[src/rtl/i2c_tgt_pkg.sv]
package i2c_tgt_pkg;
    typedef enum logic [3:0] {
        ST_IDLE, ST_ADDR, ST_HOLD_A, ST_ACK, ST_RX,
        ST_HOLD_R, ST_TX, ST_TX_ACK, ST_HOLD_T, ST_WAIT
    } tgt_state_e;

    localparam int REG_AW = 3;
    localparam logic [REG_AW-1:0] A_CTRL = 3'd0;
    localparam logic [REG_AW-1:0] A_STAT = 3'd1;
    localparam logic [REG_AW-1:0] A_IEN  = 3'd2;
    localparam logic [REG_AW-1:0] A_OWN  = 3'd3;
    localparam logic [REG_AW-1:0] A_DATA = 3'd4;

    localparam int C_FNACK = 0;
    localparam int C_GCEN  = 1;
    localparam int C_EN    = 2;
    localparam int C_BSEL  = 3;

    localparam int F_ADDR = 0;
    localparam int F_RXD  = 1;
    localparam int F_TXD  = 2;
    localparam int F_TXE  = 3;
    localparam int F_STOP = 4;
    localparam int F_XMIT = 5;
    localparam int F_GC   = 6;
    localparam int NFLAGS = 7;
endpackage

[src/rtl/i2c_tgt_sync.sv]
module i2c_tgt_sync #(
    parameter int STAGES = 2
) (
    input  logic clk,
    input  logic rst_n,
    input  logic scl_in,
    input  logic sda_in,
    output logic scl_s,
    output logic sda_s,
    output logic scl_rise,
    output logic scl_fall,
    output logic start_det,
    output logic stop_det
);
    logic [STAGES-1:0] scl_p, sda_p;
    logic scl_q, sda_q;

    always_ff @(posedge clk or negedge rst_n) begin
        if (!rst_n) begin
            scl_p <= '1;
            sda_p <= '1;
            scl_q <= 1'b1;
            sda_q <= 1'b1;
        end else begin
            scl_p <= {scl_p[STAGES-2:0], scl_in};
            sda_p <= {sda_p[STAGES-2:0], sda_in};
            scl_q <= scl_s;
            sda_q <= sda_s;
        end
    end

    assign scl_s     = scl_p[STAGES-1];
    assign sda_s     = sda_p[STAGES-1];
    assign scl_rise  = scl_s & ~scl_q;
    assign scl_fall  = ~scl_s & scl_q;
    assign start_det = scl_s & scl_q & sda_q & ~sda_s;
    assign stop_det  = scl_s & scl_q & ~sda_q & sda_s;
endmodule

[src/rtl/i2c_tgt_fsm.sv]
module i2c_tgt_fsm
    import i2c_tgt_pkg::*;
#(
    parameter int DW = 8
) (
    input  logic          clk,
    input  logic          rst_n,
    input  logic          scl_s,
    input  logic          sda_s,
    input  logic          scl_rise,
    input  logic          scl_fall,
    input  logic          start_det,
    input  logic          stop_det,
    input  logic          enable,
    input  logic          gc_en,
    input  logic          force_nack,
    input  logic [DW-2:0] own_addr,
    input  logic          flag_addr,
    input  logic          flag_rxd,
    input  logic          flag_txe,
    input  logic [DW-1:0] tx_data,
    output logic          set_addr,
    output logic          set_gc,
    output logic          set_stop,
    output logic          set_rxd,
    output logic          set_txd,
    output logic          set_txe,
    output logic          nack_used,
    output logic          rw_bit,
    output logic [DW-1:0] rx_byte,
    output logic          scl_oe,
    output logic          sda_oe
);
    localparam int CW = $clog2(DW + 1);
    localparam logic [CW-1:0] LAST = CW'(DW);

    tgt_state_e state_q, state_d;
    logic [CW-1:0] cnt_q;
    logic [DW-1:0] sh_q, tx_q;
    logic nack_q, mack_q, active_q, rel_q;
    logic hit_own, hit_gc, in_hold;

    assign hit_own = enable && (sh_q[DW-1:1] == own_addr);
    assign hit_gc  = enable && gc_en && (sh_q[DW-1:1] == '0);
    assign in_hold = (state_q == ST_HOLD_A) || (state_q == ST_HOLD_R) || (state_q == ST_HOLD_T);
    assign rw_bit  = sh_q[0];
    assign rx_byte = sh_q;

    // next state and flag events
    always_comb begin
        state_d   = state_q;
        set_addr  = 1'b0;
        set_gc    = 1'b0;
        set_stop  = 1'b0;
        set_rxd   = 1'b0;
        set_txd   = 1'b0;
        set_txe   = 1'b0;
        nack_used = 1'b0;
        if (stop_det) begin
            state_d  = ST_IDLE;
            set_stop = active_q;
        end else if (start_det) begin
            state_d = ST_ADDR;
        end else begin
            unique case (state_q)
                ST_IDLE: state_d = ST_IDLE;
                ST_ADDR:
                    if (scl_fall && cnt_q == LAST) begin
                        if (hit_own || hit_gc) begin
                            state_d  = ST_HOLD_A;
                            set_addr = 1'b1;
                            set_gc   = hit_gc;
                        end else begin
                            state_d = ST_WAIT;
                        end
                    end
                ST_HOLD_A: if (!flag_addr) state_d = ST_ACK;
                ST_ACK:
                    if (scl_fall) state_d = nack_q ? ST_WAIT : (active_q && rw_q() ? ST_TX : ST_RX);
                ST_RX:
                    if (scl_fall && cnt_q == LAST) begin
                        set_rxd = 1'b1;
                        state_d = ST_HOLD_R;
                    end
                ST_HOLD_R:
                    if (!flag_rxd) begin
                        state_d   = ST_ACK;
                        nack_used = force_nack;
                    end
                ST_TX:
                    if (scl_fall && cnt_q == LAST - 1'b1) begin
                        set_txd = 1'b1;
                        state_d = ST_TX_ACK;
                    end
                ST_TX_ACK:
                    if (scl_fall) begin
                        if (mack_q) begin
                            set_txe = 1'b1;
                            state_d = ST_HOLD_T;
                        end else begin
                            state_d = ST_WAIT;
                        end
                    end
                ST_HOLD_T: if (!flag_txe) state_d = ST_TX;
                ST_WAIT:   state_d = ST_WAIT;
                default:   state_d = ST_IDLE;
            endcase
        end
    end

    logic dir_q;
    function automatic logic rw_q();
        return dir_q;
    endfunction

    // state register and datapath
    always_ff @(posedge clk or negedge rst_n) begin
        if (!rst_n) begin
            state_q  <= ST_IDLE;
            cnt_q    <= '0;
            sh_q     <= '0;
            tx_q     <= '0;
            nack_q   <= 1'b0;
            mack_q   <= 1'b0;
            active_q <= 1'b0;
            dir_q    <= 1'b0;
            rel_q    <= 1'b0;
        end else begin
            state_q <= state_d;
            rel_q   <= in_hold && (state_d != state_q);
            if (start_det) begin
                cnt_q    <= '0;
                active_q <= 1'b0;
            end else if (stop_det) begin
                active_q <= 1'b0;
            end else begin
                unique case (state_q)
                    ST_ADDR, ST_RX: begin
                        if (scl_rise) begin
                            sh_q  <= {sh_q[DW-2:0], sda_s};
                            cnt_q <= cnt_q + 1'b1;
                        end
                        if (set_addr) begin
                            active_q <= 1'b1;
                            dir_q    <= sh_q[0];
                            nack_q   <= 1'b0;
                        end
                    end
                    ST_HOLD_R: if (state_d == ST_ACK) nack_q <= force_nack;
                    ST_ACK: if (scl_fall) begin
                        cnt_q <= '0;
                        tx_q  <= tx_data;
                    end
                    ST_TX: if (scl_fall) begin
                        tx_q  <= {tx_q[DW-2:0], 1'b0};
                        cnt_q <= cnt_q + 1'b1;
                        if (set_txd) mack_q <= 1'b0;
                    end
                    ST_TX_ACK: if (scl_rise) mack_q <= !sda_s;
                    ST_HOLD_T: if (state_d == ST_TX) begin
                        tx_q  <= tx_data;
                        cnt_q <= '0;
                    end
                    default: ;
                endcase
            end
        end
    end

    // line drivers
    always_comb begin
        scl_oe = in_hold || rel_q;
        sda_oe = ((state_q == ST_ACK) && !nack_q) || ((state_q == ST_TX) && !tx_q[DW-1]);
    end

    // SDA is only pulled low while SCL is low
    p_sda_change_scl_low_r6: assert property (@(posedge clk) disable iff (!rst_n)
        $rose(sda_oe) |-> !scl_s);
endmodule

[src/rtl/i2c_tgt.sv]
module i2c_tgt
    import i2c_tgt_pkg::*;
#(
    parameter int DW          = 8,
    parameter int SYNC_STAGES = 2
) (
    input  logic              clk,
    input  logic              rst_n,
    input  logic              scl_in,
    input  logic              sda_in,
    output logic              scl_oe,
    output logic              sda_oe,
    input  logic              reg_wr,
    input  logic              reg_rd,
    input  logic [REG_AW-1:0] reg_addr,
    input  logic [DW-1:0]     reg_wdata,
    output logic [DW-1:0]     reg_rdata,
    output logic              irq
);
    logic scl_s, sda_s, scl_rise, scl_fall, start_det, stop_det;
    logic set_addr, set_gc, set_stop, set_rxd, set_txd, set_txe, nack_used, rw_bit;
    logic [DW-1:0] rx_byte, data_q;
    logic [3:0] ctrl_q;
    logic [NFLAGS-1:0] stat_q, stat_d, ien_q;
    logic [DW-2:0] own_q;
    logic wr_stat, wr_ctrl;

    i2c_tgt_sync #(.STAGES(SYNC_STAGES)) u_sync (
        .clk(clk), .rst_n(rst_n), .scl_in(scl_in), .sda_in(sda_in),
        .scl_s(scl_s), .sda_s(sda_s), .scl_rise(scl_rise), .scl_fall(scl_fall),
        .start_det(start_det), .stop_det(stop_det)
    );

    i2c_tgt_fsm #(.DW(DW)) u_fsm (
        .clk(clk), .rst_n(rst_n), .scl_s(scl_s), .sda_s(sda_s),
        .scl_rise(scl_rise), .scl_fall(scl_fall), .start_det(start_det), .stop_det(stop_det),
        .enable(ctrl_q[C_EN]), .gc_en(ctrl_q[C_GCEN]), .force_nack(ctrl_q[C_FNACK]),
        .own_addr(own_q), .flag_addr(stat_q[F_ADDR]), .flag_rxd(stat_q[F_RXD]),
        .flag_txe(stat_q[F_TXE]), .tx_data(data_q),
        .set_addr(set_addr), .set_gc(set_gc), .set_stop(set_stop), .set_rxd(set_rxd),
        .set_txd(set_txd), .set_txe(set_txe), .nack_used(nack_used), .rw_bit(rw_bit),
        .rx_byte(rx_byte), .scl_oe(scl_oe), .sda_oe(sda_oe)
    );

    assign wr_stat = reg_wr && (reg_addr == A_STAT);
    assign wr_ctrl = reg_wr && (reg_addr == A_CTRL);

    always_comb begin
        stat_d = stat_q;
        if (wr_stat) begin
            stat_d = stat_q & reg_wdata[NFLAGS-1:0];
            stat_d[F_XMIT] = stat_q[F_XMIT];
        end
        if (reg_rd && reg_addr == A_DATA) stat_d[F_RXD] = 1'b0;
        if (reg_wr && reg_addr == A_DATA) stat_d[F_TXE] = 1'b0;
        if (set_addr) begin
            stat_d[F_ADDR] = 1'b1;
            stat_d[F_XMIT] = rw_bit;
        end
        if (set_gc)   stat_d[F_GC]   = 1'b1;
        if (set_stop) stat_d[F_STOP] = 1'b1;
        if (set_rxd)  stat_d[F_RXD]  = 1'b1;
        if (set_txd)  stat_d[F_TXD]  = 1'b1;
        if (set_txe)  stat_d[F_TXE]  = 1'b1;
    end

    always_ff @(posedge clk or negedge rst_n) begin
        if (!rst_n) begin
            ctrl_q <= '0;
            stat_q <= '0;
            ien_q  <= '0;
            own_q  <= '0;
            data_q <= '0;
        end else begin
            stat_q <= stat_d;
            if (wr_ctrl) ctrl_q <= reg_wdata[3:0];
            else if (nack_used) ctrl_q[C_FNACK] <= 1'b0;
            if (reg_wr && reg_addr == A_IEN) ien_q <= reg_wdata[NFLAGS-1:0];
            if (reg_wr && reg_addr == A_OWN) own_q <= reg_wdata[DW-2:0];
            if (reg_wr && reg_addr == A_DATA) data_q <= reg_wdata;
            else if (set_rxd) data_q <= rx_byte;
        end
    end

    always_comb begin
        reg_rdata = '0;
        unique case (reg_addr)
            A_CTRL:  reg_rdata[3:0] = ctrl_q;
            A_STAT:  reg_rdata[NFLAGS-1:0] = stat_q;
            A_IEN:   reg_rdata[NFLAGS-1:0] = ien_q;
            A_OWN:   reg_rdata[DW-2:0] = own_q;
            A_DATA:  reg_rdata = data_q;
            default: reg_rdata = '0;
        endcase
    end

    assign irq = |(stat_q & ien_q);

    // a stretch only begins while a service flag is pending
    p_stretch_needs_flag_r2: assert property (@(posedge clk) disable iff (!rst_n)
        $rose(scl_oe) |-> (stat_q[F_ADDR] | stat_q[F_RXD] | stat_q[F_TXE]));
    // writing all ones to status clears nothing
    p_ones_keep_r9: assert property (@(posedge clk) disable iff (!rst_n)
        (wr_stat && reg_wdata[NFLAGS-1:0] == '1) |=> ((stat_q & $past(stat_q)) == $past(stat_q)));
    // direction bit is untouched by status writes
    p_dir_readonly_r3: assert property (@(posedge clk) disable iff (!rst_n)
        (wr_stat && !set_addr) |=> (stat_q[F_XMIT] == $past(stat_q[F_XMIT])));
    // the one-shot NACK bit clears once used
    p_nack_oneshot_r5: assert property (@(posedge clk) disable iff (!rst_n)
        (nack_used && !wr_ctrl) |=> !ctrl_q[C_FNACK]);
endmodule

[config.mk]
export PLATFORM = sky130hd
export DESIGN_NAME = i2c_tgt
export DESIGN_NICKNAME = d
export VERILOG_FILES = /design/src/rtl/i2c_tgt_pkg.sv /design/src/rtl/i2c_tgt_sync.sv /design/src/rtl/i2c_tgt_fsm.sv /design/src/rtl/i2c_tgt.sv
export SDC_FILE = /design/constraint.sdc
export NUM_CORES = 1
export LEC_CHECK = 0
export BUFFER_PORTS_ARGS = -buffer_cell sky130_fd_sc_hd__buf_2
export CORE_MARGIN = 4
export CORE_UTILIZATION = 25
export CTS_BUF_LIST = sky130_fd_sc_hd__clkbuf_4
export CTS_CLUSTER_DIAMETER = 60
export CTS_CLUSTER_SIZE = 30
export DETAILED_ROUTE_END_ITERATION = 10
export PLACE_DENSITY = 0.51
export RECOVER_POWER = 50
export SLEW_MARGIN = 5
export SYNTH_ARGS = -nofsm -noshare
export SYNTH_HDL_FRONTEND = slang
export SYNTH_HIERARCHICAL = 1
export SYNTH_SLANG_ARGS = --single-unit
[constraint.sdc]
create_clock -name clk -period 3.7 [get_ports clk]
set_input_delay 0.74 -clock clk [delete_from_list [all_inputs] [get_ports clk]]
set_output_delay 0.74 -clock clk [all_outputs]
set_load 0.02 [all_outputs]
Word-level counts from Yosys, hierarchy flattened
Cells that the tools add are included.
- flip-flop bits (word level): 68
- bits of input ports: 17
- output and inout bits: 11
- word-level logic and storage cells: 202
- $add $sub $neg: 1
- eq/ne operators: 31
- muxes and demuxes: 82
- bitwise operators: 15
- reductions and logical operators: 48
- operators by type and width (cell ; number):
    two-way mux 4 bit ; 18
    two-way mux 1 bit ; 50
    two-way mux 8 bit ; 5
    one-hot mux 4 bit (9 select lines) ; 1
    equality test 4 x 3 -> 1 bit (second input constant) ; 6
    one-hot mux 8 bit (3 select lines) ; 1
    one-hot mux 4 bit (5 select lines) ; 1
    AND reduction 6 bit ; 3
    one-hot mux 4 bit (4 select lines) ; 1
    nonzero test 2 bit ; 8
    logical AND 1 bit ; 15
    nonzero test 3 bit ; 5
    AND 7 bit ; 2
    equality test 4 x 2 -> 1 bit (second input constant) ; 3
    equality test 4 bit (second input constant) ; 3
    inequality test 2 bit (second input constant) ; 6
    one-hot mux 3 bit (4 select lines) ; 1
    AND reduction 4 bit ; 2
    AND 1 bit ; 7
    equality test 7 bit ; 1
    logical NOT 7 bit ; 1
    two-way mux 7 bit ; 1
    OR reduction 7 bit ; 1
    equality test 3 x 2 -> 1 bit (second input constant) ; 2
    other kinds (18) ; 33

Depth between registers and ports, before layout
Gate-level depths: netlist (run 1).
- depth after elaboration: 13
- gate-level depth with buffers: 9
- mapped depth without buffers: 9

Modules after synthesis
The synthesis (run 1) kept the hierarchy.
- by module, submodules not included (module ; times used ; cells an instance ; area an instance (sq um) ; sequential area each (sq um)):
    i2c_tgt_fsm ; 1 ; 224 ; 2019.4 ; 725.7
    i2c_tgt ; 1 ; 143 ; 1696.6 ; 825.8
    i2c_tgt_sync ; 1 ; 10 ; 190.2 ; 157.7

Worst setup path after synthesis (run 1)
OpenSTA, ideal clock, no wires.
- kind: register to register
- start: reg u_sync.scl_q
- end: reg u_fsm.tx_q[1]
- setup time: 0.125 ns
- arrival: 2.489 ns
- required time: 3.575 ns
- slack: 1.086 ns
- cell stages (with the launch flop): 10
- path buffers: 1
- period minus slack after synthesis: 2.614 ns
- cells stage by stage: dfstp_2 > nor2b_1 > buf_2 > nand3_1 > or4_1 > o221a_4 > o22ai_4 > nand2_2 > a21oi_4 > mux2_4
- longest elaborated chain between the ends: 9
- elaborated cells on any way between the ends: 23
- classes of those cells: eq/ne: 4; mux: 8; bitwise: 8; reduce/logical: 3
- ends and longest elaborated chain (element ; line ; source):
    start: declaration ; i2c_tgt_sync.sv:16 ; logic scl_q, sda_q;
    start signal: assignment ; i2c_tgt_sync.sv:27 ; scl_q <= scl_s;
    AND 1 bit (*) ; i2c_tgt_sync.sv:35 ; assign scl_fall = ~scl_s & scl_q;
    via scl_fall ; i2c_tgt.sv:20 ; logic scl_s, sda_s, scl_rise, scl_fall, start_det, stop_det;
    logical AND 1 bit, on equally long branches ; i2c_tgt_fsm.sv:91, i2c_tgt_fsm.sv:68, i2c_tgt_fsm.sv:81 ;
    two-way mux 4 bit, on equally long branches ; i2c_tgt_fsm.sv:91, i2c_tgt_fsm.sv:68, i2c_tgt_fsm.sv:81 ;
    one-hot mux 4 bit (9 select lines) (*) ; i2c_tgt_fsm.sv:65 ; unique case (state_q)
    two-way mux 4 bit (*) ; i2c_tgt_fsm.sv:62 ; end else if (start_det) begin
    two-way mux 4 bit (*) ; i2c_tgt_fsm.sv:59 ; if (stop_det) begin
    via u_fsm.state_d[1] ; i2c_tgt_fsm.sv:37 ; tgt_state_e state_q, state_d;
    equality test 4 x 3 -> 1 bit (*) ; i2c_tgt_fsm.sv:160 ; ST_HOLD_T: if (state_d == ST_TX) begin
    inequality test 2 bit (no line) (*) ; n/a ;
    AND reduction 6 bit (no line) (*) ; n/a ;
    end signal: assignment ; i2c_tgt_fsm.sv:152 ; tx_q <= tx_data;
    end signal: assignment ; i2c_tgt_fsm.sv:155 ; tx_q <= {tx_q[DW-2:0], 1'b0};
    end signal: assignment ; i2c_tgt_fsm.sv:161 ; tx_q <= tx_data;
    end: declaration ; i2c_tgt_fsm.sv:39 ; logic [DW-1:0] sh_q, tx_q;
Mark *: on every way through the listed nets, which the timed path passes. The rest lies on a longest branch.
A chain may end at the register's enable or synchronous reset.

Worst setup path in the final report (run 1)
- start: reg u_fsm.state_q[2]
- end: out scl_oe
- longest elaborated chain between the ends: 4
- elaborated cells on any way between the ends: 6
- classes of those cells: eq/ne: 3; reduce/logical: 3
- ends and longest elaborated chain (element ; line ; source):
    start: declaration ; i2c_tgt_fsm.sv:37 ;
    start signal: assignment ; i2c_tgt_fsm.sv:129 ; state_q <= state_d;
    equality test 4 x 2 -> 1 bit / equality test 4 x 3 -> 1 bit (equally long branches) ; i2c_tgt_fsm.sv:45 ; assign in_hold = (state_q == ST_HOLD_A) || (state_q == ST_HOLD_R) || (state_q == ST_HOLD_T);
    logical OR 1 bit ; i2c_tgt_fsm.sv:45 ;
    logical OR 1 bit (*) ; i2c_tgt_fsm.sv:45 ;
    logical OR 1 bit (*) ; i2c_tgt_fsm.sv:172 ; scl_oe = in_hold || rel_q;
    end: declaration ; i2c_tgt.sv:11 ; output logic scl_oe,
Every way passes the cells marked *; elsewhere a longest branch is shown, timed or not.

==> results of run 1 <==
cells in the final DEF, fill, tap and decap left out, types with 4 or more instances in the layout:
cell type  count
dfrtp_1       62
nand2_1       42
mux2_2        32
o21ai_0       31
buf_2         25
nor2_1        18
nand2b_1      13
mux2i_1       13
clkbuf_4      11
a21oi_1       10
a22oi_1        9
inv_1          9
nor2b_1        8
xnor2_1        8
mux2_4         7
buf_4          6
o22ai_1        5
nand4b_1       5
nor3b_1        5
a32oi_1        4
nand3_1        4
o21bai_1       4
nand4_1        4
nor3_1         4
dfstp_2        4
routing by layer:
metal / vias up / global-route usage
met3: 16 / 0.0202
li1: 1428 / -
met1: 1480 / 0.154
met2: 77 / 0.196
met4: 0 / 0.0497
met5: - / 0
layout make-up:
| class | instances | area (µm²) | share of cell area |
|---|---|---|---|
| clock inverters | 3 | 63.8 | 0.0146 |
| well taps | 211 | 264 | 0.0603 |
| flip-flops and latches | 68 | 1710 | 0.391 |
| repair buffers | 34 | 183 | 0.0417 |
| diodes | 1 | 2.50 | 0.000572 |
| clock buffers | 11 | 82.6 | 0.0189 |
| inverters | 9 | 33.8 | 0.00772 |
| multi-input cells | 279 | 2040 | 0.466 |
worst max-delay path, stage by stage (launching register included):
cell,delay (ps)
dfrtp_1,770
nand2b_1,310
or3_1,440
and2_1,210
o21a_1,120
nand2b_1,80
buf_2,160
registers in the layout, summed over array words and instances (netlist names), 4 cells and up:
register and cells:
ctrl_q 4, data_q 8, ien_q 7, own_q 7, stat_q 7, u_fsm/cnt_q 4
u_fsm/rx_byte 8, u_fsm/state_q 4, u_fsm/tx_q 8
kinds of logic after synthesis:
group	count (synthesis)
compound gates	83
xor+xnor	9
fa+ha+maj	2
buf+inv	30
flops	68
mux	52
simple gates	133
path summary, 6_finish.rpt:
check,startpoint,endpoint,slack [ps]
setup reg to reg,u_sync/sda_p[1],u_fsm/tx_q[5],730
hold / removal,u_sync/scl_p[0],u_sync/scl_p[1],370
setup / recovery,u_fsm/state_q[2],scl_oe,450
max in group asynchronous,rst_n,ctrl_q[1],1390
min in group asynchronous,rst_n,u_fsm/state_q[0],540
hold reg to reg,u_sync/scl_p[0],u_sync/scl_p[1],370
report_power, final:
group | leakage (nW) | internal (mW) | switching (mW)
sequential | 0.855 | 0.863 | 0.167
combinational | 0.835 | 0.217 | 0.212
clock | 0.0804 | 0.280 | 0.261
==> metrics.md, run 1 <==
| Metric | Value |
|---|---|
| Status | `complete, no violations` |
| Complex-gate fraction of the synthesized area | `0.145` |
| Mapped Cells | `377` |
| RSZ-0062 raised after global routing | `no` |
| Number of synthesized flops with an enable pin | `0` |
| Met2 wire length | `roughly 5000 µm` |
| Post-synth ARST share | `1.00` |
| CTS root buf | `clkbuf_4` |
| Hold WC Path Type | `register to register` |
| Fin crit period | `3250 ps` |
| Worst hold margin | `about 370 ps` |
| Largest net degree at the start of global routing | `49` |
| Vias in the first global route | `3140` |
| Mux cell area share after synthesis | `0.152` |
| DRT met1 WL | `approximately 4500 µm` |
| Top Layer Used | `met4` |
| Area share of the largest cell type after synthesis | `0.397` |
| Final setup viols | `0` |
| H-tree levels | `3` |
| Crit path launch type | `register` |
| R2R depth | `8` |
| # resized after CTS | `0` |
| Adder-cell share of the synthesized area | `0.00641` |
| Largest cells by area after synthesis | `dfrtp_1, mux2_2, dfstp_2` |
| Post-CTS setup buffer count | `0` |
| Design Power | `2.00 mW` |
| Flops & latches, synth | `just under 70` |
| # DRC | `0` |
| Layout cells sized above 1 | `0.245` |
| Post-route ant nets | `0` |
| Clock tree buffer depth | `2` |
| Area after DPL | `about 0.0042 mm²` |
| Synth cell count leaders | `dfrtp_1, nand2_1, mux2_2` |
| Die Span Y | `around 130 µm` |
| Fin util | `0.287` |
| Hold Path Stages | `0` |
| Synth cell types | `64` |
| IO Count | `28` |
| Routed wire length | `between 9000 and 10000 µm` |
| Hold Buf Count CTS | `0` |
| Setup TNS Final | `0 ps` |
| Clock Latency Late Sink | `approximately 420 ps` |
| Fmax | `around 310 MHz` |
| Fin. Hold Viols | `0` |
| GR Util All Layers | `0.119` |
| Max-slew violations | `0` |
| Post-Synth Simple-Gate Area | `0.197` |
| Post-detail-place hpwl | `7410 µm` |
| Worst Skew | `around 11 ps` |
| First-pass GRT wire length | `~17000 µm` |
| Cell Rows | `45` |
| Layout fillers | `1599` |
| Routed vias/inst | `4.87` |
| 1st-iter DRT viols | `148` |
| Leak | `approximately 1.8 nW` |
| Slew HR | `0.201` |
| Core box area | `between 0.015 and 0.02 mm²` |
| Peak supply drop | `~0.17 mV` |
| Data arrival, critical path | `2510 ps` |
| Inst Count DP | `around 600` |
| Synth Flop Type | `dfrtp_1` |
| Final net count | `420` |
| Crit. End Element | `primary output` |
| Gr ovfl total | `0` |
| Fin cells | `a little over 600` |
| Initial antenna violation count | `1` |
| YS warnings | `6` |
| DR WL met3 | `398 µm` |
| DP Worst Slack | `slightly below 800 ps` |
| Avg WL per Cell | `~16 µm` |
| Initial DRT Pass Iterations | `5` |
| Syn nets | `396` |
| Die area | `between 0.015 and 0.02 mm²` |
| WS Path Type | `register to primary output` |
| Gpl congestion | `a little under 0.9` |
| Critical Path RT | `between 2000 and 3000 ps` |
| TritonCTS Buffers | `9` |
| Synthesis-to-layout area growth | `12.0%` |
| CP max FO | `20` |
| Setup WS post-layout | `between 400 and 500 ps` |
| Pwr per Cell Area | `~460 mW/mm²` |
| Die Wd | `roughly 130 µm` |
| Worst-Margin Slew | `1200 ps` |
| Register area share after synthesis | `0.438` |
| Largest family of logic cells by synthesized area | `simple AND/OR/NAND/NOR gates` |
| Sink Count | `between 60 and 70` |
| Post-Synth XOR/XNOR Area | `0.0202` |
| DR vias | `around 3000` |
| CTS tree | `yes` |
| Syn Area/Cell | `10.4 µm²` |
| Synth area leader | `dfrtp_1` |
| Fin crit share | `0.880` |
| Post-Syn Area | `about 0.0039 mm²` |
| Fin area | `0.00438 mm²` |
| Clock Pin Slew Worst Setup and Hold Paths | `100 ps` |
| Top-count cell post-synth | `dfrtp_1` |
| Initial Util | `0.256` |
| Max-cap violations | `0` |
| Port buffer count | `27` |
(Power assumes the default switching activity.)
==> run 2: changes to the inputs <==
--- a/config.mk
+++ b/config.mk
@@ -12,10 +12,8 @@
 export CTS_CLUSTER_DIAMETER = 60
 export CTS_CLUSTER_SIZE = 30
 export DETAILED_ROUTE_END_ITERATION = 10
-export PLACE_DENSITY = 0.51
 export RECOVER_POWER = 50
 export SLEW_MARGIN = 5
 export SYNTH_ARGS = -nofsm -noshare
 export SYNTH_HDL_FRONTEND = slang
-export SYNTH_HIERARCHICAL = 1
 export SYNTH_SLANG_ARGS = --single-unit
==> run 2 against run 1 <==
  * The flow now finishes with violations (max-capacitance violations, max-slew violations)
  * Worst setup slack better by 350 ps
  * Global-route usage up 0.32 points
  * Flip-flop and latch count unchanged
  * Via count down 1.0%
  * Worst hold slack worse by 3.6 ps
==> metrics.md, run 2 <==
| Metric | Value |
|---|---|
| Status | `finished with violations` |
| Failing checks | `max-capacitance violations, max-slew violations` |
| Fin util | `0.289` |
| Synthesis-to-layout area growth | `12.2%` |
| Port buffer count | `27` |
| CTS tree | `yes` |
| # resized after CTS | `0` |
| Top-count cell post-synth | `dfrtp_1` |
| First-pass GRT wire length | `about 16000 µm` |
| WS Path Type | `register to primary output` |
| TritonCTS Buffers | `9` |
| Initial DRT Pass Iterations | `5` |
| Die Span Y | `about 130 µm` |
| Die Wd | `~130 µm` |
| Syn Area/Cell | `10.4 µm²` |
| Area share of the largest cell type after synthesis | `0.412` |
| CTS root buf | `clkbuf_4` |
| Initial Util | `0.257` |
| Clock Pin Slew Worst Setup and Hold Paths | `110 ps` |
| Clock Latency Late Sink | `420 ps` |
| Post-Syn Area | `around 0.0038 mm²` |
| Register area share after synthesis | `0.454` |
| Hold WC Path Type | `register to register` |
| Synth cell count leaders | `dfrtp_1, mux2_2, nand2_1` |
| Met2 wire length | `roughly 4700 µm` |
| Top Layer Used | `met4` |
| Synth area leader | `dfrtp_1` |
| Clock tree buffer depth | `2` |
| Core box area | `between 0.01 and 0.015 mm²` |
| RSZ-0062 raised after global routing | `no` |
| Worst hold margin | `363 ps` |
| Routed vias/inst | `between 5 and 6` |
| Avg WL per Cell | `approximately 17 µm` |
| Fin crit share | `0.784` |
| Fmax | `345 MHz` |
| Crit path launch type | `register` |
| DRT met1 WL | `about 4400 µm` |
| Slew HR | `-0.463` |
| YS warnings | `0` |
| Largest cells by area after synthesis | `dfrtp_1, mux2_2, dfstp_2` |
| Crit. End Element | `primary output` |
| Pwr per Cell Area | `slightly above 500 mW/mm²` |
| Max-slew violations | `40` |
| Vias in the first global route | `roughly 3000` |
| Data arrival, critical path | `approximately 2200 ps` |
| Fin crit period | `~2900 ps` |
| 1st-iter DRT viols | `roughly 230` |
| DR vias | `~3000` |
| DR WL met3 | `between 400 and 500 µm` |
| Worst-Margin Slew | `2190 ps` |
| Largest net degree at the start of global routing | `40` |
| Gpl congestion | `just over 0.9` |
| Number of synthesized flops with an enable pin | `0` |
| Peak supply drop | `approximately 0.25 mV` |
| Mapped Cells | `361` |
| Cell Rows | `between 40 and 50` |
| GR Util All Layers | `0.122` |
| Gr ovfl total | `0` |
| Most common cell after layout, fill and taps aside | `dfrtp_1` |
| Setup TNS Final | `0 ps` |
| Final setup viols | `0` |
| Fin. Hold Viols | `0` |
| Post-route ant nets | `0` |
| Synth cell types | `57` |
| Worst Skew | `approximately 15 ps` |
| Post-synth ARST share | `1.00` |
| Reg-to-reg setup timing slack | `940 ps` |
| Routed wire length | `around 9700 µm` |
| Syn nets | `380` |
| Post-detail-place hpwl | `7270 µm` |
| Initial antenna violation count | `1` |
| Max-cap violations | `1` |
| Die area | `0.0171 mm²` |
| CP max FO | `20` |
| Commonest cells after routing, fill and taps aside | `dfrtp_1, mux2_2, nand2_1` |
| Layout fillers | `~1600` |
| Flops & latches, synth | `roughly 70` |
| Leak | `1.79 nW` |
| Hold Buf Count CTS | `0` |
| Layout cells sized above 1 | `0.252` |
| Critical Path RT | `about 3000 ps` |
| Sink Count | `between 60 and 70` |
| H-tree levels | `3` |
| # DRC | `0` |
| Synth Flop Type | `dfrtp_1` |
| Post-CTS setup buffer count | `0` |
| Setup WS post-layout | `approximately 800 ps` |
| Final net count | `between 400 and 500` |
| DP Worst Slack | `approximately 940 ps` |
| IO Count | `28` |
-- run 2: critical path: stages, from the launching register on --
cell and delay [ps]:
dfrtp_1 730, nand2b_1 270, nor3b_1 80, buf_4 180, or3_1 310, buf_2 170
-- run 2: cell type report --
cell class	instances	area, µm²	share of cell area
Multi-Input combinational cell	269	1960	0.463
Sequential cell	68	1710	0.404
Tap cell	184	230	0.0545
Timing Repair Buffer	31	156	0.0370
Clock inverter	6	80.1	0.0189
Clock buffer	9	67.6	0.0160
Inverter	6	22.5	0.00533
Antenna cell	1	2.50	0.000592
-- run 2: cell families after synthesis --
family / after synthesis / synth area share
simple gates: 126 / 0.183
compound gates: 73 / 0.138
flops: 68 / 0.454
mux: 57 / 0.166
buf+inv: 24 / 0.0266
xor+xnor: 11 / 0.0256
fa+ha+maj: 2 / 0.00664
-- run 2: final timing paths --
path	from	depth (start not counted)	to
worst max-delay path	u_fsm.state_q[3]	5	scl_oe
min in group asynchronous	rst_n	1	stat_q[1]
worst min register to register	u_sync.scl_p[0]	0	u_sync.scl_p[1]
worst min-delay path	u_sync.scl_p[0]	0	u_sync.scl_p[1]
worst max register to register	u_fsm.state_q[1]	6	u_fsm.tx_q[5]
max in group asynchronous	rst_n	2	data_q[1]
-- run 2: report_power, final --
group	switching, mW	internal [mW]	leakage (nW)
clock	0.267	0.265	0.0785
sequential	0.189	0.908	0.849
combinational	0.241	0.255	0.865
-- run 2: through the flow --
step / cells / total power, mW / instance area (µm²)
after CTS: 573 / 2.14 / 4230
final: 574 / 2.13 / 4230
after floorplan: 361 / 1.43 / 3770
after global placement: 558 / 1.58 / 4090
after detailed placement: 558 / 1.61 / 4090
after global routing: 574 / 2.26 / 4230
-- run 2: per-layer routing --
metal,vias up,track usage
li1,1385,-
met1,1465,0.164
met2,97,0.188
met3,24,0.0240
met4,0,0.0599
met5,-,0
